`src/rtl/csk_pkg.sv`:
```
package csk_pkg;

    localparam int unsigned DEF_WIDTH   = 16;
    localparam int unsigned DEF_GROUP_W = 4;

    typedef struct packed {
        logic gen;
        logic prop;
    } bit_pg_t;

    function automatic bit_pg_t make_pg(input logic a, input logic b);
        bit_pg_t t;
        t.gen  = a & b;
        t.prop = a ^ b;
        return t;
    endfunction

    function automatic logic carry_step(input bit_pg_t t, input logic c);
        return t.gen | (t.prop & c);
    endfunction

endpackage

```
`src/rtl/csk_pg_gen.sv`:
```
module csk_pg_gen
    import csk_pkg::*;
#(
    parameter int unsigned WIDTH = DEF_WIDTH
) (
    input  logic [WIDTH-1:0] a_i,
    input  logic [WIDTH-1:0] b_i,
    output bit_pg_t          pg_o [WIDTH]
);

    for (genvar i = 0; i < WIDTH; i++) begin : g_bit
        assign pg_o[i] = make_pg(a_i[i], b_i[i]);
    end

endmodule

```
`src/rtl/csk_ripple_group.sv`:
```
module csk_ripple_group
    import csk_pkg::*;
#(
    parameter int unsigned GROUP_W = DEF_GROUP_W
) (
    input  bit_pg_t              pg_i [GROUP_W],
    input  logic                 cin_i,
    output logic [GROUP_W-1:0]   sum_o,
    output logic [GROUP_W-1:0]   bit_carry_o,
    output logic                 ripple_cout_o,
    output logic                 all_prop_o
);

    logic [GROUP_W:0]   chain;
    logic [GROUP_W-1:0] prop_vec;

    assign chain[0] = cin_i;

    for (genvar i = 0; i < GROUP_W; i++) begin : g_stage
        assign prop_vec[i]    = pg_i[i].prop;
        assign sum_o[i]       = pg_i[i].prop ^ chain[i];
        assign chain[i+1]     = carry_step(pg_i[i], chain[i]);
        assign bit_carry_o[i] = chain[i];
    end

    assign ripple_cout_o = chain[GROUP_W];
    assign all_prop_o    = &prop_vec;

endmodule

```
`src/rtl/csk_skip_mux.sv`:
```
module csk_skip_mux (
    input  logic cin_i,
    input  logic ripple_cout_i,
    input  logic all_prop_i,
    output logic cout_o
);

    always_comb begin
        if (all_prop_i) cout_o = cin_i;
        else            cout_o = ripple_cout_i;
    end

endmodule

```
`src/rtl/carry_skip_adder.sv`:
```
module carry_skip_adder
    import csk_pkg::*;
#(
    parameter int unsigned WIDTH   = DEF_WIDTH,
    parameter int unsigned GROUP_W = DEF_GROUP_W
) (
    input  logic [WIDTH-1:0] a_i,
    input  logic [WIDTH-1:0] b_i,
    input  logic             cin_i,
    output logic [WIDTH-1:0] sum_o,
    output logic             cout_o
);

    localparam int unsigned N_GROUPS = WIDTH / GROUP_W;

    bit_pg_t             pg [WIDTH];
    logic [N_GROUPS:0]   grp_carry;
    logic [N_GROUPS-1:0] grp_all_prop;
    logic [N_GROUPS-1:0] grp_ripple;
    logic [WIDTH:0]      carries;
    logic [WIDTH-1:0]    gen_vec;
    logic [WIDTH-1:0]    prop_vec;

    csk_pg_gen #(.WIDTH(WIDTH)) u_pg (
        .a_i  (a_i),
        .b_i  (b_i),
        .pg_o (pg)
    );

    for (genvar i = 0; i < WIDTH; i++) begin : g_flat
        assign gen_vec[i]  = pg[i].gen;
        assign prop_vec[i] = pg[i].prop;
    end

    assign grp_carry[0] = cin_i;

    for (genvar g = 0; g < N_GROUPS; g++) begin : g_group
        bit_pg_t grp_pg [GROUP_W];

        for (genvar j = 0; j < GROUP_W; j++) begin : g_slice
            assign grp_pg[j] = pg[g*GROUP_W + j];
        end

        csk_ripple_group #(.GROUP_W(GROUP_W)) u_ripple (
            .pg_i          (grp_pg),
            .cin_i         (grp_carry[g]),
            .sum_o         (sum_o[g*GROUP_W +: GROUP_W]),
            .bit_carry_o   (carries[g*GROUP_W +: GROUP_W]),
            .ripple_cout_o (grp_ripple[g]),
            .all_prop_o    (grp_all_prop[g])
        );

        csk_skip_mux u_skip (
            .cin_i         (grp_carry[g]),
            .ripple_cout_i (grp_ripple[g]),
            .all_prop_i    (grp_all_prop[g]),
            .cout_o        (grp_carry[g+1])
        );
    end

    assign carries[WIDTH] = grp_carry[N_GROUPS];
    assign cout_o         = grp_carry[N_GROUPS];

endmodule

```
`config.mk`:
```
export PLATFORM = sky130hd
export DESIGN_NAME = carry_skip_adder
export DESIGN_NICKNAME = d
export VERILOG_FILES = /design/src/rtl/csk_pkg.sv /design/src/rtl/csk_pg_gen.sv /design/src/rtl/csk_ripple_group.sv /design/src/rtl/csk_skip_mux.sv /design/src/rtl/carry_skip_adder.sv
export SDC_FILE = /design/constraint.sdc
export NUM_CORES = 1
export LEC_CHECK = 0
export ABC_AREA = 1
export BUFFER_PORTS_ARGS = -buffer_cell sky130_fd_sc_hd__buf_4
export CORE_AREA = 2 2 52 42
export DETAILED_ROUTE_END_ITERATION = 16
export DIE_AREA = 0 0 54 44
export PLACE_DENSITY = 0.77
export REMOVE_ABC_BUFFERS = 1
export SLEW_MARGIN = 5
export SYNTH_ARGS = -nofsm -noshare
export SYNTH_HDL_FRONTEND = slang
export SYNTH_SLANG_ARGS = --single-unit
export TNS_END_PERCENT = 50
```
`constraint.sdc`:
```
create_clock -name vclk -period 8.2
set_input_delay 0.41 -clock vclk [all_inputs]
set_output_delay 0.41 -clock vclk [all_outputs]
set_load 0.05 [all_outputs]
```
==> results of run 1 <==
## cells in the mapped netlist
library cell | instances | share of area (%)
inv_1 | 10 | 5.5
or2_2 | 1 | 0.92
ha_1 | 16 | 29
and2_1 | 1 | 0.92
o21bai_2 | 1 | 1.7
nand3_2 | 2 | 2.9
fa_1 | 16 | 47
nor2_1 | 2 | 1.1
o21ai_1 | 1 | 0.74
and2_2 | 1 | 1.1
or2_1 | 1 | 0.92
nand3_1 | 1 | 0.74
nor2_2 | 1 | 0.92
nand4_1 | 1 | 0.92
nand2_1 | 9 | 5.0
## stage by stage
| step | total power, mW | TNS [ps] | std cells | hold WS (ps) |
|---|---|---|---|---|
| after floorplan | 0.101 | 0 | 64 | 1210 |
| after global placement | 0.139 | -65.9 | 139 | 1250 |
| after detailed placement | 0.142 | -211 | 139 | 1260 |
| after CTS | 0.145 | 0 | 139 | 1260 |
| after global routing | 0.155 | 0 | 139 | 1270 |
| final | 0.144 | 0 | 139 | 1250 |
## final cells by class
| cell class | instances | area share (%) |
|---|---|---|
| multi-input cells | 54 | 59.4 |
| repair buffers | 51 | 34.5 |
| inverters | 10 | 3.35 |
| well taps | 24 | 2.68 |
## layout by cell type (no fill, tap or decap)
| master | synthesis | routed |
|---|---|---|
| ha_1 | 16 | 16 |
| fa_1 | 16 | 8 |
| nand2_1 | 9 | 9 |
| o21bai_2 | 1 | 1 |
| nand3_1 | 1 | 1 |
| or2_1 | 1 | 1 |
| nor2_2 | 1 | 1 |
| nor2_1 | 2 | 2 |
| and2_1 | 1 | 1 |
| inv_1 | 10 | 10 |
| o21ai_2 | 0 | 1 |
| buf_4 | 0 | 50 |
| buf_6 | 0 | 1 |
| fa_2 | 0 | 8 |
| nand3_2 | 2 | 2 |
| or2_2 | 1 | 1 |
| and2_2 | 1 | 1 |
| nand4_1 | 1 | 1 |
## how the worst max path moves through the flow
| stage | startpoint | to | depth (start not counted) | slack [ps] |
|---|---|---|---|---|
| 4_1_cts | cin_i | sum_o[15] | 28 | 20 |
| 3_3_place_gp | cin_i | sum_o[15] | 28 | -70 |
| 6_report | cin_i | sum_o[15] | 28 | 290 |
| 5_1_grt | cin_i | sum_o[15] | 28 | 40 |
| 2_1_floorplan | a_i[0] | sum_o[15] | 26 | 210 |
| 3_5_place_dp | cin_i | sum_o[15] | 28 | -210 |
## per-layer routing
| metal | global-route usage (%) | share of wire (%) | vias to the layer above |
|---|---|---|---|
| met5 | 0 | 0 | - |
| met4 | 0 | 0 | 0 |
| met3 | 0.345 | 5.7 | 0 |
| met2 | 29.8 | 60 | 18 |
| met1 | 16.8 | 34 | 272 |
| li1 | - | - | 291 |
## logic make-up (layout without fill, tap and decap cells)
family	count (synthesis)	in the layout	share of synthesized area (%)
adder cells (fa/ha/maj)	32	32	76.6
AO/OA/AOI/OAI	2	2	2.39
AND/OR/NAND/NOR	20	20	15.5
buffers and inverters	10	61	5.53
## tightest hold or removal path, delay by kind of cell
kind / cells / cell delay (ps)
adder cells (fa/ha/maj): 1 / 150
buffers and inverters: 2 / 280
## power groups by stage
stage	clock (mW)	sequential (mW)	combinational (mW)
after floorplan	0	0	0.101
after global placement	0	0	0.139
after detailed placement	0	0	0.142
after CTS	0	0	0.145
after global routing	0	0	0.155
final	0	0	0.144
## repair_timing
item | 4_1_cts | 5_1_grt
cloned | 0 | 0
hold endpoints to repair | 0 | 0
setup endpoints to repair | 2 | 2
resized for setup | 6 | 4
buffers inserted | 0 | 0
hold buffers | 0 | 0
==> flow_metrics.tcl, run 1 <==
set metrics [dict create \
    maxCapViolations 0 \
    grt_use_total_pct 14.3 \
    place_area_sq_um 1090 \
    clkPwrFrac_pct 0 \
    start_util_pct 35.9 \
    dr.pass1.iters 1 \
    grt_max_degree 3 \
    rsz0062_at_grt "no" \
    cp.arrival_ps 7500 \
    die_x_um 54 \
    core.rowCount 14 \
    p_int_mw 0.0502 \
    path_buf_inv 6 \
    nNetsFinal 182 \
    ff_latch_area_sq_um 0 \
    antenna_found_initial 0 \
    multiInputGateArea_sq_um 666 \
    drt_iter0_markers 0 \
    port_buffers 50 \
    yosys_warnings 0 \
    grt_pass1_vias 631 \
    comb_power_share_pct 100.0 \
    vdd.ir_drop.worst_mv 0.0825 \
    die_area_sq_um 2380 \
    sequential_cell_total 0 \
    crit_type "in -> out" \
    switching_share_pct 65.1 \
    ios 50 \
    syn_avg_cell_area_sq_um 10.6 \
    hold_viol 0 \
    p_switching_mw 0.0938 \
    drc_errors 0 \
    die_y_um 44 \
    endpoint_kind "output pin" \
    fin_crit_sh_pct 96.4 \
    crit_required_ps 7790 \
    worst_path_max_delay_cell "fa_1" \
    nFillCells 179 \
    detail-route-antenna-nets 0 \
    netlist_instances 64 \
    wl_per_cell_um 11.0 \
    drv_slew 0 \
    hp-start "b_i[14]" \
    cp_max_fo 2 \
    seqPwrFrac_pct 0 \
    via_per_inst 4.18 \
    num-clock-buffers 0 \
    via_count 581 \
    ys_seq_area_share_pct 0 \
    fin_ws_ps 294 \
    finalSetupViolations 0 \
    p_leak_nw 0.586 \
    globalplace.congestion 0.630 \
    synth_area_sq_um 679 \
    hold_path.class "in -> out" \
    design_area_sq_um 1120 \
    grt_pass1_wl_um 2580 \
    cp-start-kind "primary input" \
    place_ws_ps -207 \
    worstMarginPinSlew_ps 151 \
    relSlewSlack_pct 90.0 \
    drive_gt1_share_pct 57.4 \
    core_sq_um 1890 \
    grt_overflow 0 \
    final_util_pct 59.2 \
    routed_wl_um 1530 \
    area_growth_pct 64.8 \
    synthDistinctLibCells 15 \
    cp_top_family "adder cells" \
    fin_crit_ps 7910 \
    hold_end "sum_o[14]" \
    antenna_cells 0 \
    min_path_cells 3 \
    fmax_mhz 126 \
    status "complete, no violations" \
    cpPeakStageDelay_ps 410 \
    powerDensity_nw_per_um2 129 \
]
Note: power is estimated with default switching activity, not from simulation.
==> run 2: changes to the inputs <==
ABC_AREA = not set   (was 1)
CORE_AREA = 2 2 45 47   (was 2 2 52 42)
DIE_AREA = 0 0 47 49   (was 0 0 54 44)
PLACE_DENSITY = 0.76   (was 0.77)
==> flow_metrics.tcl, run 2 <==
set metrics [dict create \
    multiInputGateArea_sq_um 619 \
    cp_max_fo 3 \
    num-clock-buffers 0 \
    nNetsFinal 172 \
    yosysTopAreaCellShare_pct 49.8 \
    start_util_pct 34.9 \
    holdBufCountCts 0 \
    vdd.ir_drop.worst_mv 0.0660 \
    final_common_cell "buf_4" \
    core.rowCount 16 \
    powerDensity_nw_per_um2 130 \
    die_area_sq_um 2300 \
    drv_slew 0 \
    nFillCells 171 \
    grt_overflow 0 \
    worstMarginPinSlew_ps 164 \
    ys_seq_area_share_pct 0 \
    fmax_mhz 126 \
    fin_crit_sh_pct 96.5 \
    synth_area_sq_um 643 \
    path_buf_inv 6 \
    yosys.area.top_type "fa_1" \
    maxCapViolations 0 \
    wl_per_cell_um 10.6 \
    synthDistinctLibCells 11 \
    grt_pass1_vias 637 \
    synth_area_leaders "fa_1 50%, ha_1 31%, inv_1 5.3%" \
    cp.arrival_ps 7500 \
    status "complete, no violations" \
    crit_required_ps 7790 \
    grt_use_total_pct 13.5 \
    ff_latch_area_sq_um 0 \
    drt_iter0_markers 5 \
    p_leak_nw 0.563 \
    syn_avg_cell_area_sq_um 11.7 \
    fin_crit_ps 7910 \
    crit_top_cell "fa_1" \
    antenna_cells 0 \
    yosys_warnings 0 \
    grt_pass1_wl_um 2440 \
    synth_common_cells "16 x fa_1, 16 x ha_1, 9 x inv_1, 4 x nand4_1, 3 x nor2_1" \
    cpPeakStageDelay_ps 400 \
    worst_path_max_delay_cell "fa_1" \
    detail-route-antenna-nets 0 \
    port_buffers 50 \
    via_count 564 \
    cp_top_family "adder cells" \
    rsz0062_at_grt "no" \
    ios 50 \
    antenna_found_initial 0 \
    cp-start-kind "primary input" \
    core_sq_um 1840 \
    drive_gt1_share_pct 51.4 \
    die_x_um 47 \
    sequential_cell_total 0 \
    globalplace.congestion 0.707 \
    hold_viol 0 \
    endpoint_kind "output pin" \
    netlist_instances 55 \
    dr.pass1.iters 3 \
    die_y_um 49 \
    via_per_inst 4.27 \
    routed_wl_um 1400 \
    hpwl_um 1360 \
    relSlewSlack_pct 89.1 \
    finalSetupViolations 0 \
    crit_type "in -> out" \
    holdWs_ps 1250 \
    most-common-layout-cells "49 x buf_4, 16 x ha_1, 15 x fa_1, 9 x inv_1, 4 x nand4_1" \
    hold_path.class "in -> out" \
    grt_max_degree 4 \
    post_cts_buffers 0 \
    drc_errors 0 \
    setup_tns_ps 0 \
    area_growth_pct 65.8 \
]
[run 2: cells by family after synthesis]
group                    synth area share (%)
adder cells (fa/ha/maj)                  80.9
AND/OR/NAND/NOR                          6.81
AO/OA/AOI/OAI                            4.67
multiplexers                             2.33
buffers and inverters                    5.25
[run 2: power breakdown]
| group | leakage [nW] | internal [mW] | switching, mW |
|---|---|---|---|
| combinational | 0.563 | 0.0475 | 0.0913 |
| sequential | 0 | 0 | 0 |
| clock | 0 | 0 | 0 |
| total | 0.563 | 0.0475 | 0.0913 |
[run 2: final timing paths]
path | startpoint | slack [ps] | cells after the start | end
max | a_i[0] | 290 | 27 | sum_o[15]
min | b_i[14] | 1250 | 3 | sum_o[14]
[run 2: what timing repair did]
item                                    CTS  global route
gates resized for setup                   0             3
hold endpoints to repair                  0             0
endpoints found under the setup margin    0             1
[run 2: per-stage QoR]
step                cells  utilization, %  power (mW)  setup slack (ps)  area [sq um]
floorplan              55               -      0.0992               451           643
detailed placement    132            57.1       0.138               165          1050
global placement      132            57.1       0.137               241          1050
global route          132            57.9       0.149              11.3          1070
finish                132            57.9       0.139               286          1070
CTS                   132            57.1       0.138               157          1050
[run 2: tightest hold or removal path, cell delays in order]
cell and delay [ps]:
buf_4 90, fa_1 140, buf_4 190
[run 2: routing by layer]
layer	part of all wire (%)	track usage, %	vias up
li1	-	-	273
met4	0	0	0
met3	9.0	2.59	0
met1	35	15.7	267
met2	56	25.8	24
met5	0	0	-
[run 2: area by class of cell]
| class | instances | area share (%) |
|---|---|---|
| inverter | 9 | 3.17 |
| multi-input combinational | 46 | 58.1 |
| tap | 27 | 3.17 |
| timing repair buffer | 50 | 35.6 |
==> run 3: changes to the inputs <==
PLACE_DENSITY = 0.85   (was 0.76)
==> flow_metrics.tcl, run 3 (same netlist as run 2, synthesis figures left out) <==
set metrics [dict create \
    final_cells 132 \
    hold_viol 0 \
    grt_use_total_pct 12.9 \
    status "complete, no violations" \
    vdd.ir_drop.worst_mv 0.0710 \
    placedCellCount 132 \
    drv_slew 0 \
    ios 50 \
    routed_wl_um 1420 \
    grt_max_degree 4 \
    die_area_sq_um 2300 \
    via_per_inst 4.34 \
    dr.pass1.iters 1 \
    p_leak_nw 0.562 \
    drive_gt1_share_pct 52.4 \
    holdBufCountCts 0 \
    globalplace.congestion 0.679 \
    num-clock-buffers 0 \
    grt_pass1_vias 611 \
    nNetsFinal 172 \
    drc_errors 0 \
    endpoint_kind "output pin" \
    hpwl_um 1350 \
    maxCapViolations 0 \
    fin_crit_sh_pct 96.9 \
    drt_iter0_markers 0 \
    final_common_cell "buf_4" \
    die_x_um 47 \
    cpPeakStageDelay_ps 410 \
    relSlewSlack_pct 89.3 \
    powerDensity_nw_per_um2 131 \
    most-common-layout-cells "49 x buf_4, 16 x ha_1, 14 x fa_1, 9 x inv_1, 4 x nand4_1" \
    grt_overflow 0 \
    crit_type "in -> out" \
    wl_per_cell_um 10.7 \
    detail-route-antenna-nets 0 \
    antenna_found_initial 0 \
    design_area_sq_um 1070 \
    crit_top_cell "fa_1" \
    ff_latch_area_sq_um 0 \
    port_buffers 50 \
    cp-start-kind "primary input" \
    die_y_um 49 \
    sequential_cell_total 0 \
    nFillCells 170 \
    antenna_cells 0 \
    cp_max_fo 3 \
    min_path_cells 3 \
    area_growth_pct 66.1 \
    hold_end "sum_o[7]" \
    core.rowCount 16 \
    fmax_mhz 126 \
    start_util_pct 34.9 \
    grt_pass1_wl_um 2350 \
    hold_path.class "in -> out" \
    core_sq_um 1840 \
    place_area_sq_um 1050 \
    crit_required_ps 7790 \
    holdWs_ps 1250 \
    finalSetupViolations 0 \
    hp-start "b_i[7]" \
    worst_path_max_delay_cell "fa_1" \
    path_buf_inv 6 \
    cp_top_family "adder cells" \
    via_count 573 \
    cp.arrival_ps 7530 \
    worstMarginPinSlew_ps 160 \
    setup_tns_ps 0 \
    fin_crit_ps 7940 \
]
## run 3: where the power goes
group	internal [mW]	switching, mW
Clock	0	0
Sequential	0	0
Combinational	0.0480	0.0915
## run 3: final cells by class
class / instances / area, sq um / area share (%)
inverter: 9 / 33.8 / 3.16
tap: 27 / 33.8 / 3.16
multi-input combinational: 46 / 622 / 58.2
timing repair buffer: 50 / 379 / 35.5
## run 3: worst max path at each step
| stage | start | to | slack, ps | cells past startpoint |
|---|---|---|---|---|
| after global routing | a_i[0] | sum_o[15] | -6 | 27 |
| after CTS | a_i[0] | sum_o[15] | 90 | 27 |
| after global placement | a_i[0] | sum_o[15] | 220 | 27 |
| after floorplan | a_i[0] | sum_o[15] | 450 | 25 |
| after detailed placement | a_i[0] | sum_o[15] | 100 | 27 |
| final | a_i[0] | sum_o[15] | 260 | 27 |
## run 3: repair_timing
action | CTS | global route
endpoints found under the setup margin | 0 | 1
gates resized for setup | 0 | 4
buffers inserted | 0 | 0
## run 3: per-layer routing
layer,wire [um],global-route usage (%),share of wire (%),vias up
li1,-,-,-,274
met1,457,14.7,32,272
met2,857,25.8,61,27
met3,100,1.11,7.1,0
met4,0,0,0,0
met5,0,0,0,-
## run 3: metrics by stage
stage | setup WS (ps) | power [mW] | utilization, %
after CTS | 88.5 | 0.139 | 57.1
final | 256 | 0.140 | 58.0
after floorplan | 451 | 0.0992 | -
after global placement | 215 | 0.136 | 57.1
after detailed placement | 96.9 | 0.139 | 57.1
after global routing | -5.94 | 0.150 | 58.0
